===== config.mk =====
export PLATFORM = sky130hd
export DESIGN_NAME = access_timeout_monitor
export DESIGN_NICKNAME = d
export VERILOG_FILES = /design/src/rtl/atm_pkg.sv /design/src/rtl/atm_datapath.sv /design/src/rtl/atm_control.sv /design/src/rtl/access_timeout_monitor.sv
export SDC_FILE = /design/constraint.sdc
export NUM_CORES = 2
export LEC_CHECK = 0
export BUFFER_PORTS_ARGS = -buffer_cell sky130_fd_sc_hd__buf_4
export CORE_UTILIZATION = 55
export DETAILED_ROUTE_END_ITERATION = 6
export PLACE_DENSITY = 0.79
export SKIP_CTS_REPAIR_TIMING = 1
export SYNTH_ARGS = -nofsm -noshare
export SYNTH_HDL_FRONTEND = slang
export SYNTH_SLANG_ARGS = --single-unit
export TNS_END_PERCENT = 1

===== constraint.sdc =====
create_clock -name clk -period 187.4 [get_ports clk]
set_clock_uncertainty 0.2 [all_clocks]
set_input_delay 9.37 -clock clk [delete_from_list [all_inputs] [get_ports clk]]
set_output_delay 9.37 -clock clk [all_outputs]
set_load 0.05 [all_outputs]

===== src/rtl/atm_pkg.sv =====
package atm_pkg;

  typedef struct packed {
    logic loadLimit;
    logic clearCount;
    logic incCount;
  } ctrlStrobes_t;

  // mantissa code -> value times ten; code 0 is reserved and yields 0
  function automatic logic [7:0] mantTimesTen(input logic [3:0] code);
    case (code)
      4'd1:    return 8'd10;
      4'd2:    return 8'd12;
      4'd3:    return 8'd13;
      4'd4:    return 8'd15;
      4'd5:    return 8'd20;
      4'd6:    return 8'd25;
      4'd7:    return 8'd30;
      4'd8:    return 8'd35;
      4'd9:    return 8'd40;
      4'd10:   return 8'd45;
      4'd11:   return 8'd50;
      4'd12:   return 8'd55;
      4'd13:   return 8'd60;
      4'd14:   return 8'd70;
      4'd15:   return 8'd80;
      default: return 8'd0;
    endcase
  endfunction

  function automatic logic [31:0] powTen(input logic [2:0] e);
    logic [31:0] acc;
    acc = 32'd1;
    for (int i = 0; i < 7; i++) begin
      if (i < int'(e)) acc = acc * 32'd10;
    end
    return acc;
  endfunction

endpackage


===== src/rtl/atm_datapath.sv =====
module atm_datapath
  import atm_pkg::*;
#(
  parameter int PERIOD_W = 16,
  parameter int LIMIT_W  = 40
) (
  input  logic                clk,
  input  logic                rstN,
  input  logic [7:0]          taacField,
  input  logic [7:0]          nsacField,
  input  logic [2:0]          r2wField,
  input  logic [PERIOD_W-1:0] clkPeriodNs,
  input  logic                writeSel,
  input  logic                worstSel,
  input  ctrlStrobes_t        strobes,
  output logic                atLimit,
  output logic [LIMIT_W-1:0]  limitClocks,
  output logic                codeError
);

  localparam int NSAC_UNIT = 100;
  localparam int WORST_MUL = 10;

  logic [LIMIT_W-1:0] timeTenthNs;
  logic [LIMIT_W-1:0] periodTenthNs;
  logic [LIMIT_W-1:0] timeClocks;
  logic [LIMIT_W-1:0] readLimit;
  logic [LIMIT_W-1:0] scaledLimit;
  logic [LIMIT_W-1:0] nextLimit;
  logic [LIMIT_W-1:0] limitReg;
  logic [LIMIT_W-1:0] countReg;
  logic               errReg;

  always_comb begin
    timeTenthNs   = LIMIT_W'(mantTimesTen(taacField[6:3])) * LIMIT_W'(powTen(taacField[2:0]));
    periodTenthNs = (clkPeriodNs == '0) ? LIMIT_W'(10)
                                        : LIMIT_W'(clkPeriodNs) * LIMIT_W'(10);
    timeClocks    = (timeTenthNs + periodTenthNs - LIMIT_W'(1)) / periodTenthNs;
    readLimit     = timeClocks + LIMIT_W'(nsacField) * LIMIT_W'(NSAC_UNIT);
    scaledLimit   = writeSel ? (readLimit << r2wField) : readLimit;
    nextLimit     = worstSel ? scaledLimit * LIMIT_W'(WORST_MUL) : scaledLimit;
  end

  always_ff @(posedge clk) begin
    if (!rstN) begin
      limitReg <= '0;
      errReg   <= 1'b0;
    end else if (strobes.loadLimit) begin
      limitReg <= nextLimit;
      errReg   <= (taacField[6:3] == 4'd0);
    end
  end

  always_ff @(posedge clk) begin
    if (!rstN) begin
      countReg <= '0;
    end else if (strobes.clearCount) begin
      countReg <= '0;
    end else if (strobes.incCount) begin
      countReg <= countReg + LIMIT_W'(1);
    end
  end

  assign atLimit     = (countReg + LIMIT_W'(1)) >= limitReg;
  assign limitClocks = limitReg;
  assign codeError   = errReg;

endmodule


===== src/rtl/atm_control.sv =====
module atm_control
  import atm_pkg::*;
(
  input  logic         clk,
  input  logic         rstN,
  input  logic         startPulse,
  input  logic         arrivePulse,
  input  logic         atLimit,
  output ctrlStrobes_t strobes,
  output logic         timedOut,
  output logic         done
);

  typedef enum logic {ST_IDLE, ST_RUN} state_t;
  state_t state;

  always_comb begin
    strobes = '0;
    if (startPulse) begin
      strobes.loadLimit  = 1'b1;
      strobes.clearCount = 1'b1;
    end else if (state == ST_RUN && !arrivePulse && !atLimit) begin
      strobes.incCount = 1'b1;
    end
  end

  always_ff @(posedge clk) begin
    if (!rstN) begin
      state    <= ST_IDLE;
      timedOut <= 1'b0;
      done     <= 1'b0;
    end else if (startPulse) begin
      state    <= ST_RUN;
      timedOut <= 1'b0;
      done     <= 1'b0;
    end else if (state == ST_RUN) begin
      if (arrivePulse) begin
        done  <= 1'b1;
        state <= ST_IDLE;
      end else if (atLimit) begin
        timedOut <= 1'b1;
        state    <= ST_IDLE;
      end
    end
  end

endmodule


===== src/rtl/access_timeout_monitor.sv =====
module access_timeout_monitor
  import atm_pkg::*;
#(
  parameter int PERIOD_W = 16,
  parameter int LIMIT_W  = 40
) (
  input  logic                clk,
  input  logic                rstN,
  input  logic [7:0]          taacField,
  input  logic [7:0]          nsacField,
  input  logic [2:0]          r2wField,
  input  logic [PERIOD_W-1:0] clkPeriodNs,
  input  logic                startPulse,
  input  logic                writeSel,
  input  logic                worstSel,
  input  logic                arrivePulse,
  output logic [LIMIT_W-1:0]  limitClocks,
  output logic                timedOut,
  output logic                done,
  output logic                codeError
);

  ctrlStrobes_t strobes;
  logic         atLimit;

  atm_control i_control (
    .clk         (clk),
    .rstN        (rstN),
    .startPulse  (startPulse),
    .arrivePulse (arrivePulse),
    .atLimit     (atLimit),
    .strobes     (strobes),
    .timedOut    (timedOut),
    .done        (done)
  );

  atm_datapath #(.PERIOD_W(PERIOD_W), .LIMIT_W(LIMIT_W)) i_datapath (
    .clk         (clk),
    .rstN        (rstN),
    .taacField   (taacField),
    .nsacField   (nsacField),
    .r2wField    (r2wField),
    .clkPeriodNs (clkPeriodNs),
    .writeSel    (writeSel),
    .worstSel    (worstSel),
    .strobes     (strobes),
    .atLimit     (atLimit),
    .limitClocks (limitClocks),
    .codeError   (codeError)
  );

endmodule


==> impl_metrics.tcl <==
set metrics [dict create \
    syn_area_um2 55100 \
    synth_seq_area_share 0.0305 \
    grt_usage 0.295 \
    clock_sinks 84 \
    rrSetupSlack_ns 179.89 \
    syn2layout_area_growth_pct 4.42 \
    dp_hpwl_um 130000 \
    r2r_cells 34 \
    max_cap_viol_count 0 \
    rows 115 \
    path_class "primary input to flop" \
    via_count 56200 \
    ios 84 \
    synthTopCellsByArea "ha_1, fa_1, a21oi_1" \
    crit_end "i_datapath.limitClocks[38]" \
    max_freq_mhz 5.68 \
    synth_area_per_cell_um2 7.20 \
    gp_routability_congestion 1.00 \
    ys_top_cells_by_count "ha_1, nor2_1, nand2_1" \
    yosysMostFrequentCell "ha_1" \
    crit_fanout 41 \
    nNetsFinal 8747 \
    clkTransAtPathRegs_ns 0.07 \
    clock-root-buffer "clkbuf_16" \
    dieWidth_um 318 \
    first_iter_violations 4551 \
    ys_warn_count 0 \
    min_path_type "flop to flop" \
    cp_common_cell "o21a_1" \
    reg2reg_from "i_datapath.countReg[0]" \
    wl_um 155000 \
    min_period_ns 176.12 \
    worst_slack_ns 11.28 \
    grt_overflow 0 \
    cts-buffers-inserted 9 \
    async_flop_share 0 \
    drive_gt1_frac 0.0764 \
    detail-route-antenna-nets 0 \
    cts_buffer_depth 2 \
    grt_max_degree 72 \
    regArea_um2 1680 \
    drt_pass1_iterations 6 \
    fin_crit_sh 0.940 \
    grt_pass1_wl_um 257000 \
    route.detailed.drc 0 \
    htreeDepth 3 \
    clk_latency_ns 0.34 \
    avgViaCountPerCell 6.33 \
    crit_path_end_kind "flop" \
    cts_tree "done" \
    cp_data_required_time_ns 187.46 \
    place_ws_ns 10.79 \
    crit_path_max_incr_delay_ns 0.73 \
    outcome "complete, no violations" \
    setup_tns_ns 0 \
    yosysTopAreaCell "ha_1" \
    wl_per_cell_um 17.4 \
    grt_antenna_before_repair 2 \
    worstSetupStartpointType "primary input" \
    synth_edf_count 0 \
    dieArea_um2 101000 \
    slew_headroom 0.171 \
    synth_ff_type "dfxtp_1" \
    r2r-end "i_datapath.countReg[32]" \
    cp_slowest_cell "or4_1" \
    grt_pass1_vias 52700 \
    core_um2 98900 \
    cp-startpoint "taacField[1]" \
    fill_cells 9155 \
    ys_types 128 \
    hold_viol 0 \
    portBuffers 82 \
    die_y_um 318 \
    drv_slew 0 \
    max_slew.worst_pin.slew_ns 1.23 \
    syn-instance-count 7643 \
    ys_ff_latch 84 \
    initial_core_util 0.557 \
    multiInputGateArea_um2 50800 \
    setup_viol 0 \
    yosysTopAreaCellShare 0.213 \
    grt_setup_unrepaired "false" \
    cp.arrival_ns 176.18 \
]
==> critical path: cells and delay by family <==
kind	cells	cell delay, ns
AO/OA/AOI/OAI	460	98.80
AND/OR/NAND/NOR	157	37.51
adder cells (fa/ha/maj)	55	18.79
buffers and inverters	44	9.32
multiplexers	3	1.12
XOR/XNOR	4	0.62
==> metrics by stage <==
| step | cells | area, µm² | hold WS [ns] | util |
|---|---|---|---|---|
| 2_1_floorplan | 7657 | 55100 | 0.275 | - |
| 3_3_place_gp | 8859 | 57000 | 0.254 | 0.577 |
| 3_5_place_dp | 8859 | 57000 | 0.258 | 0.577 |
| 4_1_cts | 8874 | 57400 | 0.296 | 0.580 |
| 5_1_grt | 8877 | 57500 | 0.315 | 0.582 |
| 6_report | 8878 | 57500 | 0.300 | 0.582 |
==> layout make-up <==
cell class,instances,area share
Inverter,486,0.0318
Clock buffer,10,0.00416
Clock inverter,5,0.00148
Sequential cell,84,0.0292
Antenna cell,1,0.0000435
Multi-Input combinational cell,6839,0.884
Tap cell,1287,0.0280
Timing Repair Buffer,165,0.0215
Timing Repair inverter,1,0.0000870
==> kinds of logic after synthesis <==
| family | Yosys count | synth area share |
|---|---|---|
| AO/OA/AOI/OAI | 2318 | 0.282 |
| XOR/XNOR | 490 | 0.0779 |
| adder cells (fa/ha/maj) | 1121 | 0.279 |
| buffers and inverters | 734 | 0.0516 |
| flip-flops | 84 | 0.0305 |
| multiplexers | 222 | 0.0452 |
| other | 2 | 0.000136 |
| AND/OR/NAND/NOR | 2672 | 0.233 |
==> sequential cells by signal (all words and copies together), names as in the netlist <==
register,flops
i_control.done,1
i_datapath.limitClocks,40
i_datapath.codeError,1
i_datapath.countReg,40
i_control.timedOut,1
i_control.state,1
==> layout by cell type (no fill, tap or decap), types with 95 or more instances in the layout <==
cell      count
nand2_1     730
o21ai_0     390
ha_1        938
or2_2       117
a21o_1      165
nor3_1      346
nor2_1      744
nand3_1     124
buf_4       165
a211oi_1     95
xor2_1      205
mux2_2      108
o31ai_1     170
inv_1       470
a21oi_1     575
fa_1        182
o21a_1      331
mux2i_1     100
xnor2_1     285
==> how the worst min path moves through the flow <==
stage / start / endpoint / slack (ns) / depth (start not counted)
3_3_place_gp: i_control.done / i_control.done / 0.25 / 2
5_1_grt: i_control.done / i_control.done / 0.31 / 2
6_report: i_control.timedOut / i_control.timedOut / 0.30 / 2
2_1_floorplan: i_control.state / i_control.done / 0.28 / 2
3_5_place_dp: i_control.done / i_control.done / 0.26 / 2
4_1_cts: i_control.timedOut / i_control.timedOut / 0.30 / 2
==> layer usage <==
metal | vias to the layer above | wire (µm) | GRT usage | part of all wire
met1 | 26500 | 71500 | 0.410 | 0.46
met5 | - | 13 | 0 | 0.000084
met2 | 1747 | 69300 | 0.495 | 0.45
li1 | 27700 | - | - | -
met4 | 2 | 2930 | 0.0597 | 0.019
met3 | 194 | 10900 | 0.0262 | 0.071
Power is not shown: default switching activity piles up to over one toggle a cycle in this logic, so the estimate is an artifact.
